`src/rtl/cfg3w_pkg.sv`:
```
package cfg3w_pkg;
  parameter int WORD_W = 23;
  parameter int TST_W  = 2;
  parameter int R_W    = 14;
  parameter int A_W    = 7;
  parameter int N_W    = 11;
  parameter int NUM_CH = 2;

  // register bit = word position - 1
  localparam int CH_BIT    = 0;
  localparam int GRP_BIT   = 1;
  localparam int REF_T_LSB = 2;
  localparam int REF_R_LSB = REF_T_LSB + TST_W;
  localparam int REF_CS    = REF_R_LSB + R_W;
  localparam int FB_LDS    = 2;
  localparam int FB_SW     = FB_LDS + 1;
  localparam int FB_FC     = FB_SW + 1;
  localparam int FB_A_LSB  = FB_FC + 1;
  localparam int FB_N_LSB  = FB_A_LSB + A_W;
  localparam int NUM_GRP   = 2 * NUM_CH;

  typedef struct packed {
    logic [TST_W-1:0] tst;
    logic [R_W-1:0]   r;
    logic             cs;
  } ref_t;

  typedef struct packed {
    logic           lds;
    logic           sw;
    logic           fc;
    logic [A_W-1:0] a;
    logic [N_W-1:0] n;
  } fb_t;

  function automatic ref_t unpack_ref(input logic [WORD_W-1:0] w);
    ref_t f;
    f.tst = w[REF_T_LSB +: TST_W];
    f.r   = w[REF_R_LSB +: R_W];
    f.cs  = w[REF_CS];
    return f;
  endfunction

  function automatic fb_t unpack_fb(input logic [WORD_W-1:0] w);
    fb_t f;
    f.lds = w[FB_LDS];
    f.sw  = w[FB_SW];
    f.fc  = w[FB_FC];
    f.a   = w[FB_A_LSB +: A_W];
    f.n   = w[FB_N_LSB +: N_W];
    return f;
  endfunction

  // one-hot target: index = {group bit, channel bit}
  function automatic logic [NUM_GRP-1:0] target_of(input logic grp, input logic ch);
    logic [NUM_GRP-1:0] t;
    t = '0;
    t[{grp, ch}] = 1'b1;
    return t;
  endfunction
endpackage

```
`src/rtl/cfg3w_rise.sv`:
```
module cfg3w_rise (
  input  logic clk,
  input  logic rst_n,
  input  logic lvl,
  output logic rise
);
  logic prev_q;

  always_ff @(posedge clk or negedge rst_n) begin
    if (!rst_n) prev_q <= 1'b0;
    else        prev_q <= lvl;
  end

  assign rise = lvl & ~prev_q;
endmodule

```
`src/rtl/cfg3w_shifter.sv`:
```
module cfg3w_shifter #(
  parameter int W = 23
) (
  input  logic         clk,
  input  logic         rst_n,
  input  logic         shift_en,
  input  logic         din,
  output logic [W-1:0] word
);
  always_ff @(posedge clk or negedge rst_n) begin
    if (!rst_n)        word <= '0;
    else if (shift_en) word <= {word[W-2:0], din};
  end
endmodule

```
`src/rtl/cfg3w_bank.sv`:
```
module cfg3w_bank
  import cfg3w_pkg::*;
(
  input  logic              clk,
  input  logic              rst_n,
  input  logic              ref_we,
  input  logic              fb_we,
  input  logic [WORD_W-1:0] word,
  output ref_t              ref_q,
  output fb_t               fb_q,
  output logic              ref_stb,
  output logic              fb_stb
);
  always_ff @(posedge clk or negedge rst_n) begin
    if (!rst_n) begin
      ref_q   <= '0;
      fb_q    <= '0;
      ref_stb <= 1'b0;
      fb_stb  <= 1'b0;
    end else begin
      ref_stb <= ref_we;
      fb_stb  <= fb_we;
      if (ref_we) ref_q <= unpack_ref(word);
      if (fb_we)  fb_q  <= unpack_fb(word);
    end
  end
endmodule

```
`src/rtl/cfg3w_loader.sv`:
```
module cfg3w_loader
  import cfg3w_pkg::*;
(
  input  logic                        clk,
  input  logic                        rst_n,
  input  logic                        ser_clk,
  input  logic                        ser_data,
  input  logic                        ser_le,
  output logic [NUM_CH-1:0][R_W-1:0]  ref_div,
  output logic [NUM_CH-1:0]           cp_hi,
  output logic [NUM_CH-1:0][TST_W-1:0] test_sel,
  output logic [NUM_CH-1:0]           lock_sel,
  output logic [NUM_CH-1:0]           pre_sel,
  output logic [NUM_CH-1:0]           phase_pol,
  output logic [NUM_CH-1:0][A_W-1:0]  swallow,
  output logic [NUM_CH-1:0][N_W-1:0]  prog,
  output logic [NUM_CH-1:0]           ref_upd,
  output logic [NUM_CH-1:0]           fb_upd
);
  logic                clk_rise;
  logic                le_rise;
  logic                shift_fire;
  logic [WORD_W-1:0]   shift_word;
  logic [NUM_GRP-1:0]  grp_we;

  cfg3w_rise u_clk_edge (.clk(clk), .rst_n(rst_n), .lvl(ser_clk), .rise(clk_rise));
  cfg3w_rise u_le_edge  (.clk(clk), .rst_n(rst_n), .lvl(ser_le),  .rise(le_rise));

  // shifting is frozen while load enable is high
  assign shift_fire = clk_rise & ~ser_le;

  cfg3w_shifter #(.W(WORD_W)) u_shift (
    .clk(clk), .rst_n(rst_n), .shift_en(shift_fire), .din(ser_data), .word(shift_word)
  );

  assign grp_we = le_rise ? target_of(shift_word[GRP_BIT], shift_word[CH_BIT]) : '0;

  for (genvar ch = 0; ch < NUM_CH; ch++) begin : g_ch
    ref_t ref_q;
    fb_t  fb_q;

    cfg3w_bank u_bank (
      .clk(clk), .rst_n(rst_n),
      .ref_we(grp_we[ch]), .fb_we(grp_we[NUM_CH + ch]),
      .word(shift_word),
      .ref_q(ref_q), .fb_q(fb_q),
      .ref_stb(ref_upd[ch]), .fb_stb(fb_upd[ch])
    );

    assign ref_div[ch]   = ref_q.r;
    assign cp_hi[ch]     = ref_q.cs;
    assign test_sel[ch]  = ref_q.tst;
    assign lock_sel[ch]  = fb_q.lds;
    assign pre_sel[ch]   = fb_q.sw;
    assign phase_pol[ch] = fb_q.fc;
    assign swallow[ch]   = fb_q.a;
    assign prog[ch]      = fb_q.n;
  end
endmodule

```
`config.mk`:
```
export PLATFORM = sky130hd
export DESIGN_NAME = cfg3w_loader
export DESIGN_NICKNAME = d
export VERILOG_FILES = /design/src/rtl/cfg3w_pkg.sv /design/src/rtl/cfg3w_rise.sv /design/src/rtl/cfg3w_shifter.sv /design/src/rtl/cfg3w_bank.sv /design/src/rtl/cfg3w_loader.sv
export SDC_FILE = /design/constraint.sdc
export NUM_CORES = 1
export LEC_CHECK = 0
export CORE_UTILIZATION = 45
export CTS_CLUSTER_DIAMETER = 50
export DETAILED_ROUTE_END_ITERATION = 12
export PLACE_DENSITY = 0.75
export SETUP_SLACK_MARGIN = 0.05
export SYNTH_ARGS = -nofsm -noshare
export SYNTH_HDL_FRONTEND = slang
export SYNTH_SLANG_ARGS = --single-unit
```
`constraint.sdc`:
```
create_clock -name clk -period 1.7 [get_ports clk]
set_clock_uncertainty 0.05 [all_clocks]
set_input_delay 0.255 -clock clk [delete_from_list [all_inputs] [get_ports clk]]
set_output_delay 0.255 -clock clk [all_outputs]
set_load 0.005 [all_outputs]
```
======== Word level (Yosys, flattened, before mapping) ========
Cells that the tools add are included.
operators by class
  magnitude comparators ................... 2
  mux-type cells .......................... 3
  bitwise gates (word level) .............. 6
  reduce and logical (&&, ||, !) cells .... 1
operator list
  kind                                                                          count
  4-bit 2-to-1 mux                                                              1
  1-bit bitwise AND                                                             3
  2-bit by 3-bit less-than comparator with 1-bit output, second input constant  1
  1-bit inverter                                                                3
  1-bit demux with 2-bit select                                                 1
  2-bit by 1-bit >= comparator with 1-bit output, second input constant         1
  1-bit logical AND                                                             1
  1-bit 2-to-1 mux                                                              1
storage, ports and cells
  bits in registers ....................... 105
  bits of input ports ..................... 5
  output and inout bits ................... 80
  word-level logic and storage cells ...... 35

======== Depth between registers and ports, before layout ========
  word-level depth ........................ 5
  depth in mapped cells ................... 4
  mapped depth without buffers ............ 2

======== Hierarchy ========
Synthesis repeated with hierarchy kept, for this count alone.
unflattened totals
  cell total of the unflattened synthesis .. 221
  area total of the unflattened synthesis .. 4003.8 um2
modules (own cells, without submodules)
  module         times used  cells each  area an instance (um2)  sequential area each (um2)
  cfg3w_bank     2           82          1512.7                  1001.0
  cfg3w_shifter  1           48          857.1                   575.6
  cfg3w_rise     2           2           38.8                    25.0
  cfg3w_loader   1           5           43.8                    0.0

======== Worst setup path after synthesis ========
No wires, ideal clock.
  path kind ............................... register to register
  from .................................... register u_shift.word[0]
  to ...................................... register g_ch[0].u_bank.ref_q[10] (netlist name)
  setup time .............................. 125 ps
  data arrival time ....................... 1463 ps
  data required time ...................... 1525 ps
  setup slack ............................. 63 ps
  cell stages (with the launch flop) ...... 4
  buffers on the path ..................... 1
  clock period less this slack ............ 1637 ps
  cell sequence ........................... dfrtp_1 nor4b_4 buf_6 mux2_2
between the ends
  longest elaborated chain between the ends .. 5
  elaborated cells on any way between the ends .. 6
  classes of those cells .................. order compare: 2; mux: 3; reduce/logical: 1
ends and longest elaborated chain
  what                                                                                                                                           RTL line             source
  from (decl)                                                                                                                                    cfg3w_shifter.sv:8   output logic [W-1:0] word
  from (signal assigned)                                                                                                                         cfg3w_shifter.sv:12  else if (shift_en) word <= {word[W-2:0], din};
  2-bit by 3-bit less-than comparator with 1-bit output (not written as such) or 2-bit by 1-bit >= comparator with 1-bit output (tied branches)  cfg3w_pkg.sv:58      t[{grp, ch}] = 1'b1;
  1-bit logical AND (not written as such)                                                                                                        cfg3w_pkg.sv:58
  1-bit 2-to-1 mux (not written as such)                                                                                                         cfg3w_pkg.sv:58
  1-bit demux with 2-bit select (*)                                                                                                              cfg3w_pkg.sv:58
  4-bit 2-to-1 mux (*)                                                                                                                           cfg3w_loader.sv:36   assign grp_we = le_rise ? target_of(shift_word[GRP_BIT], shift_word[CH_BIT]) : '0;
  net g_ch[0].u_bank.ref_we                                                                                                                      cfg3w_bank.sv:6      input logic ref_we,
The timed path passes the listed nets; every way through them passes the cells marked *.
A chain may end at the register's enable or synchronous reset.

======== Final worst setup path ========
  from .................................... register u_shift.word[1]
  to ...................................... register g_ch[1].u_bank.ref_q[10] (netlist name)
between the ends
  longest elaborated chain between the ends .. 5
  elaborated cells on any way between the ends .. 6
  classes of those cells .................. order compare: 2; mux: 3; reduce/logical: 1
ends and longest elaborated chain
  what                                                                                                                                           RTL line
  2-bit by 3-bit less-than comparator with 1-bit output (not written as such) or 2-bit by 1-bit >= comparator with 1-bit output (tied branches)  cfg3w_pkg.sv:58
  1-bit logical AND (not written as such)                                                                                                        cfg3w_pkg.sv:58
  1-bit 2-to-1 mux (not written as such)                                                                                                         cfg3w_pkg.sv:58
  1-bit demux with 2-bit select (*)                                                                                                              cfg3w_pkg.sv:58
  4-bit 2-to-1 mux (*)                                                                                                                           cfg3w_loader.sv:36
Every way passes the cells marked *; elsewhere a longest branch is shown, timed or not.

==> impl_metrics.toml <==
[run_status]
outcome = "complete, no violations"

[grt]
met3_usage = 0.0383
grt_max_degree = 40
overflow = 0
grt_busiest_layer = "met2"
grt_pass1_vias = 2315
track_usage = 0.181
antenna_found_initial = 0
use_met1 = 0.257
grtUsageMet2 = 0.275
grt_pass1_wl_um = 12200

[placement]
placed_area_um2 = 4970
place_ws_ps = -196
dp_hpwl_um = 5110
io_buffers = 84
gp_congestion = 0.690

[min_path]
holdCritStartpoint = "ser_clk"
holdCritPathClass = "input port to flop"
min_to = "u_clk_edge.prev_q"
hold_depth = 1

[synthesis]
netlist_top_cells_count = "dfrtp_1 (105), mux2_2 (99), buf_2 (7)"
synth-seq-cells = 105
yosysMostFrequentCell = "dfrtp_1"
synth-main-ff-cell = "dfrtp_1"
syn_nets = 228
syn_area_per_cell_um2 = 17.5
async_flop_share = 1.00
ys.warnings.count = 0
synth_top_area_frac = 0.674
syn_area_um2 = 3900
synthCells = 223
synth_top_area_cell = "dfrtp_1"
synth_cell_types = 11
synth-edff-count = 0
yosys-top-cells-area = "dfrtp_1 (67%), mux2_2 (29%), buf_2 (0.90%)"
yosysSeqAreaShare = 0.674

[final_layout]
postLayoutCellArea_um2 = 5150
final_nets = 327
drive_gt1_frac = 0.411
final.fill_count = 636
n_antenna_cell = 0
syn_to_final_growth_pct = 32.1
seq_area_um2 = 2630
multi_input_area_um2 = 1200

[drt]
drt_first_pass_iters = 4
wire_per_inst_um = 17.0
viasPerCell = 5.02
drc_errors = 0
drtIter0Drc = 36
vias = 2162
drtAntennaViolNets = 0
drt-total-wl_um = 7320

[cts]
clk_pin_slew_ps = 90
post_cts_buffers = 0
cts_max_path_buffers = 2
cts_root_buf = "clkbuf_8"
cts_tree = "yes"
htree_levels = 3
insertion_delay_ps = 350
cts_made_buffers = 9
clock_sinks = 105

[worst_setup_path]
start_kind = "flop"
reg2reg_slack_ps = 120
required_ps = 1880
rr_startpoint = "u_shift.word[1]"
r2r-end = "g_ch[1].u_bank.ref_q[10]"
path_max_fanout = 15
crit_type = "flop to flop"
critPathArrivalTime_ps = 1760
r2r_cells = 3
worst_setup_path_end_kind = "flop"

[sta]
grt_setup_unrepaired = "no"
fin_ws_ps = 122
period_share = 0.928
report.final.slew_viol_count = 0
final.min_clock_period_ps = 1580
max_freq_mhz = 634
worst_slew_pin_slew_ps = 502
relSlewSlack = 0.665
hold_viol = 0
setup_viol = 0

[pwr]
power.density_nw_per_um2 = 1110
leakagePower_uw = 0.00245
ir_drop_mv = 0.712

[floorplanning]
fp.dieW_um = 95.1
io_pins = 85
fp.dieH_um = 95.1
start_util = 0.470
coreArea_um2 = 8300
dieArea_um2 = 9050
rows = 33

[run]
cap_violations = 0
==> stage by stage <==
stage                     utilization  hold slack [ps]  total power, uW  cells  TNS, ps
after floorplan                     -            -90.6             3610    223        0
after detailed placement        0.599              200             4420    415   -14240
after CTS                       0.621              318             5780    431        0
after global placement          0.599              199             4390    415   -12720
after global routing            0.621              329             6020    431        0
final                           0.621              335             5700    431        0
==> state kept, by name, indices dropped and copies added, names as in the netlist <==
| register | count |
|---|---|
| g_ch.u_bank.ref_stb | 2 |
| g_ch.u_bank.fb_stb | 2 |
| u_shift.word | 23 |
| g_ch.u_bank.ref_q | 34 |
| u_clk_edge.prev_q | 1 |
| g_ch.u_bank.fb_q | 42 |
| u_le_edge.prev_q | 1 |
==> kinds of logic after synthesis <==
family        after synthesis  share of synthesized area
buf+inv                    14                     0.0234
flops                     105                      0.674
simple gates                5                     0.0173
mux                        99                      0.286
==> final cells by class <==
| type | instances | share of cell area |
|---|---|---|
| timing repair buffer | 101 | 0.198 |
| clock buffer | 10 | 0.0267 |
| tap | 105 | 0.0255 |
| inverter | 1 | 0.000728 |
| multi-input combinational | 104 | 0.233 |
| clock inverter | 5 | 0.00631 |
| sequential | 105 | 0.510 |
==> how the worst max path moves through the flow <==
stage	start	cells past startpoint	slack (ps)	to
2_1_floorplan	u_shift.word[0]	3	60	g_ch[0].u_bank.ref_q[10]
3_3_place_gp	ser_le	4	-190	g_ch[1].u_bank.ref_q[1]
3_5_place_dp	ser_le	5	-200	g_ch[0].u_bank.fb_q[5]
4_1_cts	u_shift.word[1]	3	90	g_ch[1].u_bank.ref_q[16]
5_1_grt	u_shift.word[1]	3	50	g_ch[1].u_bank.ref_q[16]
6_report	u_shift.word[1]	3	120	g_ch[1].u_bank.ref_q[10]
==> worst max-delay path, cell delays in order (launching register included) <==
cell	delay (ps)
dfrtp_1	480
nor4bb_4	380
buf_12	200
mux2_2	340
==> cell usage in the layout (no fill, tap or decap) <==
cell / count
and4bb_1: 1
buf_12: 4
buf_4: 13
clkbuf_8: 10
clkdlybuf4s50_1: 83
clkinv_2: 2
clkinvlp_4: 3
dfrtp_1: 105
dlygate4sd3_1: 1
inv_1: 1
mux2_2: 99
nand4b_1: 1
nor3b_4: 1
nor4b_4: 1
nor4bb_4: 1
==> what timing repair did <==
action | in CTS | in global routing
hold buffers | 1 | 0
endpoints found under the setup margin | 0 | 11
hold endpoints to repair | 36 | 0
gates resized for setup | 0 | 0
==> power by group <==
group / switching [uW] / total, uW / internal [uW] / leakage, uW
Combinational: 357 / 1180 / 825 / 0.000942
Sequential: 314 / 3180 / 2870 / 0.00143
Clock: 778 / 1340 / 559 / 0.0000802
==> per-layer routing <==
metal	up-vias	part of all wire	wire length, um
met4	0	0.013	93
li1	980	-	-
met1	1118	0.46	3390
met5	-	0	0
met2	57	0.47	3470
met3	7	0.049	359
Power figures use the tool's default switching activity.
